File: src/rtl/lazy_cc_pkg.sv
package lazy_cc_pkg;
  localparam int FLAG_W = 4;
  localparam int FL_C = 0;
  localparam int FL_V = 1;
  localparam int FL_Z = 2;
  localparam int FL_N = 3;

  typedef enum logic [3:0] {
    CK_FLAGS = 4'd0,
    CK_LOGIC = 4'd1,
    CK_ADD   = 4'd2,
    CK_SUB   = 4'd3,
    CK_CMPB  = 4'd4,
    CK_CMPW  = 4'd5,
    CK_ADDX  = 4'd6,
    CK_SHIFT = 4'd7,
    CK_SUBX  = 4'd8
  } cc_kind_e;

  typedef struct packed {
    logic n;
    logic z;
    logic v;
    logic c;
  } cc_flags_t;
endpackage

File: src/rtl/cc_sub_flags.sv
module cc_sub_flags
  import lazy_cc_pkg::*;
#(
  parameter int W = 32
) (
  input  logic [W-1:0] diff_i,
  input  logic [W-1:0] subtr_i,
  output cc_flags_t    flags_o
);
  logic [W-1:0] minuend;
  assign minuend   = diff_i + subtr_i;
  assign flags_o.n = diff_i[W-1];
  assign flags_o.z = (diff_i == '0);
  assign flags_o.c = (minuend < subtr_i);
  assign flags_o.v = (minuend[W-1] ^ diff_i[W-1]) & (minuend[W-1] ^ subtr_i[W-1]);
endmodule

File: src/rtl/cc_flag_eval.sv
module cc_flag_eval
  import lazy_cc_pkg::*;
#(
  parameter int DATA_W = 32
) (
  input  logic [3:0]        kind_i,
  input  logic [DATA_W-1:0] res_i,
  input  logic [DATA_W-1:0] opnd_i,
  output cc_flags_t         flags_o,
  output logic              err_o
);
  localparam int NUM_SUB = 3;  // full, half, quarter width

  cc_flags_t sub_f [NUM_SUB];

  for (genvar g = 0; g < NUM_SUB; g++) begin : g_sub
    localparam int SW = DATA_W >> g;
    cc_sub_flags #(.W(SW)) u_sub (
      .diff_i  (res_i[SW-1:0]),
      .subtr_i (opnd_i[SW-1:0]),
      .flags_o (sub_f[g])
    );
  end

  logic              res_n, res_z;
  logic [DATA_W-1:0] orig_add, orig_addx, mnd_subx;

  assign res_n     = res_i[DATA_W-1];
  assign res_z     = (res_i == '0);
  assign orig_add  = res_i - opnd_i;
  assign orig_addx = res_i - opnd_i - 1'b1;
  assign mnd_subx  = res_i + opnd_i + 1'b1;

  always_comb begin
    flags_o = '0;
    err_o   = 1'b0;
    case (kind_i)
      CK_FLAGS: flags_o = res_i[FLAG_W-1:0];
      CK_LOGIC: begin
        flags_o.n = res_n;
        flags_o.z = res_z;
      end
      CK_ADD: begin
        flags_o.n = res_n;
        flags_o.z = res_z;
        flags_o.c = (res_i < opnd_i);
        flags_o.v = (opnd_i[DATA_W-1] ^ res_i[DATA_W-1]) &
                    ~(orig_add[DATA_W-1] ^ opnd_i[DATA_W-1]);
      end
      CK_SUB:  flags_o = sub_f[0];
      CK_CMPW: flags_o = sub_f[1];
      CK_CMPB: flags_o = sub_f[2];
      CK_ADDX: begin
        flags_o.n = res_n;
        flags_o.z = res_z;
        flags_o.c = (res_i <= opnd_i);
        flags_o.v = (opnd_i[DATA_W-1] ^ res_i[DATA_W-1]) &
                    ~(orig_addx[DATA_W-1] ^ opnd_i[DATA_W-1]);
      end
      CK_SUBX: begin
        flags_o.n = res_n;
        flags_o.z = res_z;
        flags_o.c = (mnd_subx <= opnd_i);
        flags_o.v = (mnd_subx[DATA_W-1] ^ res_i[DATA_W-1]) &
                    (mnd_subx[DATA_W-1] ^ opnd_i[DATA_W-1]);
      end
      CK_SHIFT: begin
        flags_o.n = res_n;
        flags_o.z = res_z;
        flags_o.c = (opnd_i != '0);
      end
      default: err_o = 1'b1;
    endcase
  end
endmodule

File: src/rtl/cc_ext_alu.sv
module cc_ext_alu
  import lazy_cc_pkg::*;
#(
  parameter int DATA_W = 32
) (
  input  logic [DATA_W-1:0] op1_i,
  input  logic [DATA_W-1:0] op2_i,
  input  logic              x_i,
  input  logic              sub_i,
  output logic [DATA_W-1:0] res_o,
  output logic              x_o,
  output logic [3:0]        kind_o
);
  logic [DATA_W-1:0] sum, diff;

  assign sum  = op1_i + op2_i + {{(DATA_W-1){1'b0}}, x_i};
  assign diff = op1_i - op2_i - {{(DATA_W-1){1'b0}}, x_i};

  always_comb begin
    if (sub_i) begin
      res_o  = diff;
      x_o    = x_i ? (op1_i <= op2_i) : (op1_i < op2_i);
      kind_o = x_i ? CK_SUBX : CK_SUB;
    end else begin
      res_o  = sum;
      x_o    = x_i ? (sum <= op2_i) : (sum < op2_i);
      kind_o = x_i ? CK_ADDX : CK_ADD;
    end
  end
endmodule

File: src/rtl/lazy_cc_unit.sv
module lazy_cc_unit
  import lazy_cc_pkg::*;
#(
  parameter int DATA_W = 32
) (
  input  logic              ext_en_i,
  input  logic [3:0]        kind_i,
  input  logic [DATA_W-1:0] a_i,
  input  logic [DATA_W-1:0] b_i,
  input  logic              x_i,
  input  logic [3:0]        flags_i,
  output logic [DATA_W-1:0] result_o,
  output logic [3:0]        flags_o,
  output logic              x_o,
  output logic              err_o
);
  logic              ext_ok, ext_sub;
  logic [DATA_W-1:0] alu_res, ev_res;
  logic              alu_x, ev_err;
  logic [3:0]        alu_kind, ev_kind;
  cc_flags_t         ev_flags, out_flags;

  assign ext_sub = (kind_i == CK_SUBX);
  assign ext_ok  = ext_en_i & ((kind_i == CK_ADDX) | ext_sub);

  cc_ext_alu #(.DATA_W(DATA_W)) u_alu (
    .op1_i  (a_i),
    .op2_i  (b_i),
    .x_i    (x_i),
    .sub_i  (ext_sub),
    .res_o  (alu_res),
    .x_o    (alu_x),
    .kind_o (alu_kind)
  );

  assign ev_kind = ext_ok ? alu_kind : kind_i;
  assign ev_res  = ext_ok ? alu_res  : a_i;

  cc_flag_eval #(.DATA_W(DATA_W)) u_eval (
    .kind_i  (ev_kind),
    .res_i   (ev_res),
    .opnd_i  (b_i),
    .flags_o (ev_flags),
    .err_o   (ev_err)
  );

  always_comb begin
    out_flags = ev_flags;
    if (ext_ok) out_flags.z = ev_flags.z & flags_i[FL_Z];  // Z only clears
  end

  assign err_o    = ext_en_i ? ~ext_ok : ev_err;
  assign flags_o  = err_o ? '0 : out_flags;
  assign result_o = ext_ok ? alu_res : a_i;
  assign x_o      = ext_ok ? alu_x : x_i;

  always_comb begin
    if (ext_ok)
      assert_x_tracks_c_R9: assert (x_o == flags_o[FL_C]);
    if (ext_ok && !flags_i[FL_Z])
      assert_z_sticky_R10: assert (!flags_o[FL_Z]);
    if (!ext_en_i && kind_i > CK_SUBX)
      assert_bad_kind_R11: assert (err_o && flags_o == '0);
    if (!ext_en_i && kind_i == CK_LOGIC)
      assert_logic_vc_R2: assert (flags_o[FL_V] == 1'b0 && flags_o[FL_C] == 1'b0);
    if (!ext_en_i && kind_i == CK_CMPB)
      assert_cmpb_sign_R5: assert (flags_o[FL_N] == a_i[7]);
    if (!ext_en_i && kind_i == CK_SHIFT)
      assert_shift_nz_R8: assert (!(flags_o[FL_N] && flags_o[FL_Z]));
  end
endmodule

File: config.mk
export PLATFORM = sky130hd
export DESIGN_NAME = lazy_cc_unit
export DESIGN_NICKNAME = d
export VERILOG_FILES = /design/src/rtl/lazy_cc_pkg.sv /design/src/rtl/cc_sub_flags.sv /design/src/rtl/cc_flag_eval.sv /design/src/rtl/cc_ext_alu.sv /design/src/rtl/lazy_cc_unit.sv
export SDC_FILE = /design/constraint.sdc
export NUM_CORES = 1
export LEC_CHECK = 0
export BUFFER_PORTS_ARGS = -buffer_cell sky130_fd_sc_hd__buf_2
export CORE_MARGIN = 2
export CORE_UTILIZATION = 42
export DETAILED_ROUTE_END_ITERATION = 16
export PLACE_DENSITY_LB_ADDON = 0.1
export SLEW_MARGIN = 0
export SYNTH_ARGS = -nofsm -noshare
export SYNTH_HDL_FRONTEND = slang
export SYNTH_SLANG_ARGS = --single-unit
File: constraint.sdc
create_clock -name vclk -period 10.88
set_input_delay 2.176 -clock vclk [all_inputs]
set_output_delay 2.176 -clock vclk [all_outputs]
set_load 0.02 [all_outputs]
[Word-level counts from Yosys, hierarchy flattened]
Index checks and enable logic that the tools add are counted.
Storage, ports and cells
  register bits after elaboration: 0
  input bits: 74
  logic and storage cells: 77
Cells by class
  add/subtract/negate cells: 10
  $lt $le $gt $ge: 10
  equal/unequal tests: 10
  muxes and demuxes: 17
  bitwise logic cells: 23
  reductions and logical operators: 7
Operators with widths (count)
  $le 32x32->1: 4
  $lt 32x32->1: 4
  $add 32x32->32: 2
  $mux 32: 2
  $sub 32x32->32: 2
  $add 32x1->32: 1
  $add 32x1->32 const B: 1
  $logic_not 32->1: 1
  $reduce_bool 32->1: 1
  $sub 32x1->32: 1
  $sub 32x1->32 const B: 1
  $eq 4x3->1 const B: 5
  $add 16x16->16: 1
  $logic_not 16->1: 1
  $lt 16x16->1: 1
  $mux 4: 4
  $xor 1x1->1: 11
  $reduce_or 9->1: 1
  $add 8x8->8: 1
  $and 1x1->1: 8
  $eq 4x2->1 const B: 2
  $eq 4x4->1 const B: 2
  $logic_not 8->1: 1
  $lt 8x8->1: 1
  10 further kinds: 18

[Logic depth before layout (Yosys ltp)]
Gate-level depths: netlist of the first run.
  word-level depth: 11
  mapped depth: 37
  mapped depth without buffers: 37

[Modules after synthesis]
Synthesis of the first run repeated with hierarchy kept, for this count alone.
Second synthesis, totals
  cells, all modules: 2280
  area total of the unflattened synthesis: 16214.3 um^2
By module, submodules not included
  cc_ext_alu: times used 1, cells each 811, area each 5719.2 um^2, sequential area each 0.0 um^2
  cc_flag_eval: times used 1, cells each 724, area each 4865.9 um^2, sequential area each 0.0 um^2
  cc_sub_flags (u_eval.g_sub[0].u_sub): times used 1, cells each 374, area each 2671.3 um^2, sequential area each 0.0 um^2
  lazy_cc_unit: times used 1, cells each 162, area each 1400.1 um^2, sequential area each 0.0 um^2
  cc_sub_flags (u_eval.g_sub[1].u_sub): times used 1, cells each 152, area each 1108.6 um^2, sequential area each 0.0 um^2
  cc_sub_flags (u_eval.g_sub[2].u_sub): times used 1, cells each 57, area each 449.2 um^2, sequential area each 0.0 um^2

[Least setup slack after synthesis of the first run]
OpenSTA, ideal clock, no wires.
  path type: in2out
  from: in b_i[1]
  to: out flags_o[0]
  data arrival time: 8998 ps
  required time: 8704 ps
  slack: -294 ps
  stages on the path: 32
  cell sequence: inv_1 > ha_1 > nand2b_1 > a2111o_1 > a21oi_1 > a41oi_2 > o41ai_1 > a41oi_1 > xnor2_1 > nor2_1 > a221oi_1 > ha_1 > buf_2 > clkinv_1 > a21o_1 > a311oi_1 > nor2_1 > a2111oi_0 > o31ai_1 > a41oi_1 > xnor2_1 > nor3_1 > nand3_1 > xnor2_1 > ha_1 > a21o_1 > a21o_1 > a21oi_1 > o21ai_0 > a211oi_1 > o21ai_0 > a31oi_1
On the way
  cells in the longest elaborated chain, start to end: 9
  elaborated cells between the ends (all ways): 19
  those cells by class: add/sub: 8; order compare: 6; mux: 4; reduce/logical: 1
Ends and longest elaborated chain
  start, declared: RTL line lazy_cc_unit.sv:9  | input logic [DATA_W-1:0] b_i,
  $add 32x32->32 or $sub 32x32->32 (tied branches): RTL line cc_ext_alu.sv:16, cc_ext_alu.sv:17
  $add 32x1->32 or $sub 32x1->32 (tied branches): RTL line cc_ext_alu.sv:16, cc_ext_alu.sv:17
  $mux 32 *: RTL line cc_ext_alu.sv:20  | if (sub_i) begin
  $mux 32 *
  via result_o[21]: RTL line lazy_cc_unit.sv:12  | output logic [DATA_W-1:0] result_o,
  $add 32x32->32: RTL line cc_sub_flags.sv:11, cc_flag_eval.sv:32
  $add 32x1->32: RTL line cc_flag_eval.sv:32  | assign mnd_subx = res_i + opnd_i + 1'b1;
  $le 32x32->1: RTL line cc_flag_eval.sv:63  | flags_o.c = (mnd_subx <= opnd_i);
  $pmux 1 s8 *: RTL line cc_flag_eval.sv:37  | case (kind_i)
  $mux 4 *: RTL line lazy_cc_unit.sv:53  | assign flags_o = err_o ? '0 : out_flags;
  end, declared: RTL line lazy_cc_unit.sv:13  | output logic [3:0] flags_o,
Mark *: on every way through the listed nets, which the timed path passes. The rest lies on a longest branch.

[Final worst setup path of the first run]
  from: in b_i[1]
  to: out flags_o[0]
On the way
  cells in the longest elaborated chain, start to end: 9
  elaborated cells between the ends (all ways): 19
  those cells by class: add/sub: 8; order compare: 6; mux: 4; reduce/logical: 1
Ends and longest elaborated chain
  $add 32x32->32 or $sub 32x32->32 (tied branches): RTL line cc_ext_alu.sv:16, cc_ext_alu.sv:17
  $add 32x1->32 or $sub 32x1->32 (tied branches): RTL line cc_ext_alu.sv:16, cc_ext_alu.sv:17
  $mux 32: RTL line cc_ext_alu.sv:20
  $mux 32: RTL line lazy_cc_unit.sv:37  | assign ev_res = ext_ok ? alu_res : a_i;
  $add 32x32->32: RTL line cc_sub_flags.sv:11, cc_flag_eval.sv:32
  $add 32x1->32: RTL line cc_flag_eval.sv:32
  $le 32x32->1: RTL line cc_flag_eval.sv:63
  $pmux 1 s8 *: RTL line cc_flag_eval.sv:37
  $mux 4 *: RTL line lazy_cc_unit.sv:53
Every way passes the cells marked *; elsewhere a longest branch is shown, timed or not.

==> metrics, run 1 <==
DP Cell Count=2,750; unrepaired setup endpoints after global routing=yes; Final Hold Vio Count=0; CP max stage delay=0.45 ns; cells after synthesis=between 1,500 and 2,000; Mapped Area=12,700 sq um; Initial Utilization=42.7%; die width=approximately 180 microns; post-synth net total=2,181; area fraction of the dominant cell type after synthesis=approximately 28%; worst slew pin tran=around 0.83 ns; Area Growth Syn to Fin=47.1%; failing checks=setup timing; Rows=63; layout cells sized above 1=34.8%; XOR/XNOR Fraction of Synth Area=8.95%; syn avg cell area=6.97 sq um; RD Place Congestion=1.01; CP max-delay cell=or4_1; final worst-path setup slack=-0.120 ns; HP Class=in -> out; placed instance area=roughly 17,000 sq um; cell taking the most area after synthesis=ha_1; DR DRC count=0; largest net degree at the start of global routing=21; First DRT Iteration DRCs=1,334; status=complete, but fails checks; Final HPWL DP=47.6 mm; kind of critical path=in -> out; Synth Warn #=0; Seq/Total Area, Yosys=0%; FMAX=90.9 MHz; Top cell by count, worst path=buf_4; top-count cell post-synth=ha_1; vias in the first global route=about 16,000; Die H=178 microns; fin. max-slew vios=0; GRT Residual Overflow=0; post-route setup TNS=-0.213 ns; Slew HR=43.7%; total number of vias=16,548; Finished Layout Cells=roughly 2,800; synth top area cells=ha_1, xnor2_1, a21oi_1; Adder-Cell Fraction of Synth Area=28.7%; antenna violations before repair=0; post-layout min period=11.00 ns; Unique masters post-synth=87; mux contribution to synthesized area=1.11%; Max-cap violations=0; Post-Route Utilization=62.8%; Crit Path Max Fanout=5; first-pass GRT wire length=87.2 mm; IO Count=112; CP endpoint kind=primary output; GRT Total Usage=35.1%; Seq cells=0; buffers added on ports=around 110; Synth top cells by count=ha_1, inv_1, a21oi_1; Final Cell Area=18,700 sq um; Final Cycle Share=101%; Post-Synth Simple-Gate Area=23.5%; Critical Path RT=~8.7 ns; compound-cell area share of the yosys netlist=30.1%; CLK BUF=0; Via density=just under 6; final wirelength=56.9 mm; cts hold-fix bufs=0; fill cell count=2,804; Routed Antenna Nets=0; Sequential Area=0 sq um; Core ar.=29,700 sq um; WP data arrival=8.82 ns; setup violators final=2; main combinational cell family by area after synthesis=compound AO/OA/AOI/OAI gates; TritonRoute pass-1 iters=6; Nets=2,784; DR WL/cell=20.2 microns; Worst Setup Start Kind=input port; die area=31,600 sq um
-- layout by cell type, fill, tap and decap left out, types with 43 or more instances in the layout --
cell type / instances
buf_4: 546
ha_1: 264
inv_1: 182
a21oi_1: 138
buf_2: 103
nor2_1: 101
nand2_1: 100
xnor2_1: 93
o21ai_0: 83
nand4_1: 53
a21o_1: 48
nor3_1: 43
-- kinds of logic (layout without fill, tap and decap cells) --
group	count (synthesis)	in the layout
buffers and inverters	255	856
XOR/XNOR	128	128
multiplexers	14	14
AND/OR/NAND/NOR	559	559
other	0	2
adder cells (fa/ha/maj)	287	287
AO/OA/AOI/OAI	577	577
-- cell type report --
cell class | count | area [sq um] | share of cell area (%)
Multi-Input combinational cell | 1565 | 12700 | 68.0
Timing Repair Buffer | 659 | 4740 | 25.4
Antenna cell | 2 | 5.00 | 0.0268
Tap cell | 390 | 488 | 2.61
Inverter | 197 | 746 | 3.99
-- critical path, delay by kind of cell --
kind                       cells  cell delay (ns)
xor gates and xnor gates       2             0.33
adders and majority gates      3             0.95
AOI/OAI and AO/OA             12             2.18
and+or+nand+nor               10             2.01
buffers and inverters          8             1.16
-- per-layer routing --
metal	share of wire [%]	wire length [microns]	track usage [%]
met5	0	0	0
met4	4.9	2780	13.9
met1	42	23800	44.6
met2	46	26200	60.8
met3	7.1	4050	3.38
-- final timing paths --
kind	from	endpoint	slack [ns]	depth (start not counted)
setup / recovery	b_i[1]	flags_o[0]	-0.12	35
hold / removal	x_i	x_o	4.94	5
-- per-stage QoR --
stage	setup slack, ns	hold WS, ns
2_1_floorplan	0.0407	4.53
3_3_place_gp	-0.866	4.90
3_5_place_dp	-0.990	4.95
4_1_cts	0.000425	4.93
5_1_grt	-0.477	4.94
6_report	-0.120	4.94
-- timing repair --
item                                    in CTS  in global routing
endpoints found under the setup margin       2                  3
resized for setup                          167                 45
pin swaps                                   96                 34
setup buffers                               51                 13
==> run 2: changes to the inputs <==
--- a/config.mk
+++ b/config.mk
@@ -6,6 +6,7 @@
 export NUM_CORES = 1
 export LEC_CHECK = 0
 export BUFFER_PORTS_ARGS = -buffer_cell sky130_fd_sc_hd__buf_2
+export CORE_ASPECT_RATIO = 0.9
 export CORE_MARGIN = 2
 export CORE_UTILIZATION = 42
 export DETAILED_ROUTE_END_ITERATION = 16
==> constraint.sdc (replaced) <==
create_clock -name vclk -period 11.92
set_input_delay 2.384 -clock vclk [all_inputs]
set_output_delay 2.384 -clock vclk [all_outputs]
set_load 0.02 [all_outputs]
==> run 2 against run 1 <==
The run now ends clean. Core utilization down 8.2 points. Hold slack improved by 0.36 ns. Global-route usage decreased by 1.7 points. Count of clock-buffer cells in the layout is the same. Cell count decreased by 8.3%. Sequential share of layout area unchanged. Final area decreased by 13%. Via count decreased by 7.7%.
==> metrics, run 2 (same netlist as run 1, synthesis figures left out) <==
largest net degree at the start of global routing=20 (was 21); IO Count=112 (unchanged); setup violators final=0 (was 2); Max-cap violations=0 (unchanged); TritonRoute pass-1 iters=8 (was 6); Top cell by count, worst path=buf_4 (unchanged); Leak=0.00779 uW; Seq cells=0 (unchanged); Pwr Total=1250 uW; Finished Layout Cells=2,579 (was 2,813); Post-Route Utilization=54.6% (was 62.8%); Pwr Density=76.8 nW/um^2; layout cells sized above 1=24.9% (was 34.8%); switch share=56.6%; Slew HR=38.9% (was 43.7%); Sequential Area=0 sq um (unchanged); Worst Setup SP=a_i[3] (was b_i[1]); maximum vdd drop=~0.042 mV; Seq pwr share=0%; total number of vias=15,269 (was 16,548); die area=31,600 sq um (about the same); Final Cycle Share=97.8%; die width=187 microns (was 178 microns); GRT Residual Overflow=0 (unchanged); clock network fraction of total power=0%; GRT Total Usage=33.4% (was 35.1%); Via density=5.92 (was 5.88); First DRT Iteration DRCs=1,269 (was 1,334); Nets=2,538 (was 2,784); DR DRC count=0 (unchanged); final wirelength=55.3 mm (was 56.9 mm); WP data arrival=9.27 ns (was 8.82 ns); Internal=around 540 uW; status=finished clean (was complete, but fails checks); CLK BUF=0 (unchanged); Critical Path RT=9.54 ns (was 8.70 ns); vias in the first global route=14,307 (was 16,157); Final Cell Area=16,300 sq um (was 18,700 sq um); unrepaired setup endpoints after global routing=yes (unchanged); Crit Path Max Fanout=5 (unchanged); kind of critical path=in -> out (unchanged); Critical path destination=flags_o[1] (was flags_o[0]); pre-CTS WS=-0.553 ns (was -0.990 ns); HP Class=in -> out (unchanged); Sw Pwr=708 uW; Area Growth Syn to Fin=28.2% (was 47.1%); CP max-delay cell=or4_1 (unchanged); Routed Antenna Nets=0 (unchanged); commonest non-fill, non-tap cells in the layout=buf_4, ha_1, inv_1 (unchanged); FMAX=85.8 MHz; Die H=169 microns (was 178 microns); DP Cell Count=2,561 (was 2,750); CP max stage delay=0.43 ns (was 0.45 ns); Final Hold Vio Count=0 (unchanged); commonest non-fill, non-tap cell in the layout=buf_4 (unchanged); Final HPWL DP=47.5 mm (was 47.6 mm); post-layout min period=11.66 ns; buffers added on ports=109 (unchanged); Core ar.=29,800 sq um (was 29,700 sq um); RD Place Congestion=1.00 (was 1.01); DR WL/cell=21.4 microns (was 20.2 microns); Worst Setup Start Kind=input port (unchanged); antenna violations before repair=2 (was 0); Rows=60 (was 63); CP endpoint kind=primary output (unchanged); combinational power share=100.0%; first-pass GRT wire length=82.8 mm (was 87.2 mm); fin. max-slew vios=0 (unchanged); final worst-path setup slack=0.263 ns (was -0.120 ns); worst slew pin tran=0.908 ns (was 0.833 ns); cts hold-fix bufs=0 (unchanged); placed instance area=15,700 sq um (was 17,200 sq um); Initial Utilization=42.6% (was 42.7%)
run 2: cell types whose count changed in the layout (fill, tap and decap cells not counted), sizes merged:
cell	delta
buf	-246
diode	-1
inv	+1
clkinvlp	-1
run 2: layer usage:
layer	vias to the layer above	global-route usage, %	part of all wire (%)
met2	616	55.5	45
met1	7161	45.7	45
li1	7397	-	-
met5	-	0	0.024
met4	2	8.07	2.8
met3	93	4.37	7.4
run 2: worst max-delay path: cells and delay by family:
kind                     cells  cell delay [ns]
AO/OA/AOI/OAI               11             2.56
adder cells (fa/ha/maj)      3             0.98
buffers and inverters        9             1.23
AND/OR/NAND/NOR              9             2.13
run 2: final cells by class:
cell class                 count  area (sq um)
tap                          403           504
inverter                     197           739
multi-input combinational   1565         12200
antenna                        1          2.50
timing repair buffer         413          2830
fill                        3071         13500
run 2: worst min path at each step:
stage	from	end	slack (ns)	cells after the start
2_1_floorplan	x_i	x_o	4.95	2
3_3_place_gp	a_i[29]	result_o[29]	5.32	4
3_5_place_dp	a_i[29]	result_o[29]	5.30	4
4_1_cts	a_i[29]	result_o[29]	5.30	4
5_1_grt	a_i[29]	result_o[29]	5.35	4
6_report	a_i[29]	result_o[29]	5.31	4
run 2: power groups by stage:
stage / clock (uW) / combinational [uW] / sequential [uW]
after floorplan: 0 / 720 / 0
after global placement: 0 / 1150 / 0
after detailed placement: 0 / 1160 / 0
after CTS: 0 / 1190 / 0
after global routing: 0 / 1360 / 0
final: 0.0000112 / 1250 / 0
run 2: through the flow:
| step | hold WS [ns] | setup TNS (ns) |
|---|---|---|
| 2_1_floorplan | 4.95 | 0 |
| 3_3_place_gp | 5.32 | -0.674 |
| 3_5_place_dp | 5.30 | -0.985 |
| 4_1_cts | 5.30 | 0 |
| 5_1_grt | 5.35 | -0.175 |
| 6_report | 5.31 | 0 |
run 2: timing repair:
| item | in CTS | in global routing |
|---|---|---|
| buffers inserted | 3 | 14 |
| pin swaps | 4 | 38 |
| endpoints found under the setup margin | 2 | 2 |
| resized for setup | 18 | 92 |
(Power assumes the default switching activity.)
==> run 3: changes to the inputs <==
--- a/config.mk
+++ b/config.mk
@@ -11,6 +11,7 @@
 export CORE_UTILIZATION = 42
 export DETAILED_ROUTE_END_ITERATION = 16
 export PLACE_DENSITY_LB_ADDON = 0.1
+export REMOVE_ABC_BUFFERS = 1
 export SLEW_MARGIN = 0
 export SYNTH_ARGS = -nofsm -noshare
 export SYNTH_HDL_FRONTEND = slang
==> constraint.sdc (replaced) <==
create_clock -name vclk -period 12.8
set_input_delay 0.64 -clock vclk [all_inputs]
set_output_delay 0.64 -clock vclk [all_outputs]
set_load 0.02 [all_outputs]
==> run 3 against run 2 <==
Core utilization down 8.9 points. Power fell by 24%. Count of clock-buffer cells in the layout unchanged. Via count shrank 7.2%. Final area fell by 16%. First-iteration DRC count is 2.4% higher. Critical path depth decreased by 2. Sequential share of layout area stayed put. Cell count shrank 11%. Die area stayed put. Hold slack worse by 3.5 ns.
==> metrics, run 3 (same netlist as run 1, synthesis figures left out) <==
IO Count=112 (unchanged); Final Cycle Share=80.7%; Nets=2,247 (was 2,538); Critical Path RT=12.16 ns (was 9.54 ns); first-pass GRT wire length=78.0 mm (was 82.8 mm); kind of critical path=in -> out (unchanged); CP endpoint kind=primary output (unchanged); Via density=6.19 (was 5.92); RD Place Congestion=0.958 (was 1.00); pre-CTS WS=2.82 ns (was -0.553 ns); Area Growth Syn to Fin=7.33% (was 28.2%); GRT Residual Overflow=0 (unchanged); CP max-delay cell=o41ai_1 (was or4_1); HP Class=in -> out (unchanged); fin. max-slew vios=0 (unchanged); Die H=169 microns (unchanged); Routed Antenna Nets=0 (unchanged); Rows=60 (unchanged); status=finished clean (unchanged); Slew HR=38.9% (about the same); vias in the first global route=13,330 (was 14,307); Initial Utilization=42.6% (unchanged); DR DRC count=0 (unchanged); Pwr Density=69.6 nW/um^2 (was 76.8 nW/um^2); Worst Setup SP=b_i[1] (was a_i[3]); final wirelength=51.6 mm (was 55.3 mm); Final Hold Vio Count=0 (unchanged); buffers added on ports=109 (unchanged); Post-Route Utilization=45.7% (was 54.6%); Leak=0.00630 uW (was 0.00779 uW); Pwr Total=948 uW (was 1250 uW); CLK BUF=0 (unchanged); Hold Crit Endpoint=x_o (was result_o[29]); GRT Total Usage=31.4% (was 33.4%); FMAX=96.8 MHz; Sequential Area=0 sq um (unchanged); commonest non-fill, non-tap cell in the layout=ha_1 (was buf_4); post-layout min period=10.33 ns; die width=187 microns (unchanged); total number of vias=14,172 (was 15,269); worst slew pin tran=0.917 ns (was 0.908 ns); largest net degree at the start of global routing=23 (was 20); die area=31,600 sq um (unchanged); cell family with most CP delay=compound AO/OA/AOI/OAI gates (unchanged); Worst Setup Start Kind=input port (unchanged); Core ar.=29,800 sq um (unchanged); First DRT Iteration DRCs=1,299 (was 1,269); unrepaired setup endpoints after global routing=no (was yes); cts hold-fix bufs=0 (unchanged); WP buf/inv=4 (was 9); Max-cap violations=0 (unchanged); DR WL/cell=22.5 microns (was 21.4 microns); Crit Path Max Fanout=12 (was 5); CP max stage delay=0.69 ns (was 0.43 ns); TritonRoute pass-1 iters=7 (was 8); commonest non-fill, non-tap cells in the layout=ha_1, inv_1, a21oi_1 (was buf_4, ha_1, inv_1); layout cells sized above 1=8.65% (was 24.9%); WP data arrival=9.69 ns (was 9.27 ns); PostCTS Resize Cnt=0 (was 18); post-route setup TNS=0 ns (unchanged); antenna violations before repair=3 (was 2); maximum vdd drop=0.0360 mV (was 0.0421 mV); Seq cells=0 (unchanged); final worst-path setup slack=2.47 ns (was 0.263 ns); hold path depth=4 (unchanged); Hold Startpoint=x_i (was a_i[29]); worst hold slack=1.82 ns (was 5.31 ns); setup violators final=0 (unchanged); Setup Buffers After CTS=0 (was 3); Final HPWL DP=43.3 mm (was 47.5 mm)
-- run 3: worst max path at each step --
stage	end	slack, ns	cells after the start
global route	flags_o[0]	2.11	30
global placement	flags_o[0]	2.95	30
finish	flags_o[0]	2.47	30
floorplan	flags_o[0]	4.57	28
CTS	flags_o[0]	2.77	31
detailed placement	flags_o[0]	2.82	30
-- run 3: layout make-up --
class | count | area [sq um]
Inverter | 197 | 739
Fill cell | 3232 | 16200
Timing Repair Buffer | 122 | 643
Multi-Input combinational cell | 1565 | 11700
Antenna cell | 3 | 7.51
Tap cell | 403 | 504
-- run 3: routing by layer --
metal  routed length [microns]  vias to the layer above  GRT usage (%)  share of wire (%)
li1                          -                     6830              -                  -
met1                     23700                     6691           43.5                 46
met2                     22700                      582           51.7                 44
met3                      4030                       69           4.06                7.8
met4                      1190                        0           7.21                2.3
met5                         0                        -              0                  0
-- run 3: report_power, final --
part	internal (uW)	switching, uW	total, uW
logic	356	592	948
registers	0	0	0
clock network	0.0000315	0	0.0000315
-- run 3: metrics by stage --
stage               cells  cell area [sq um]
finish               2290              13600
global placement     2287              13600
floorplan            1762              12500
CTS                  2287              13600
global route         2290              13600
detailed placement   2287              13600
-- run 3: tightest hold or removal path, cell delays in order --
cell	delay, ns
buf_2	0.16
nand2_1	0.08
o31ai_1	0.12
buf_2	0.18
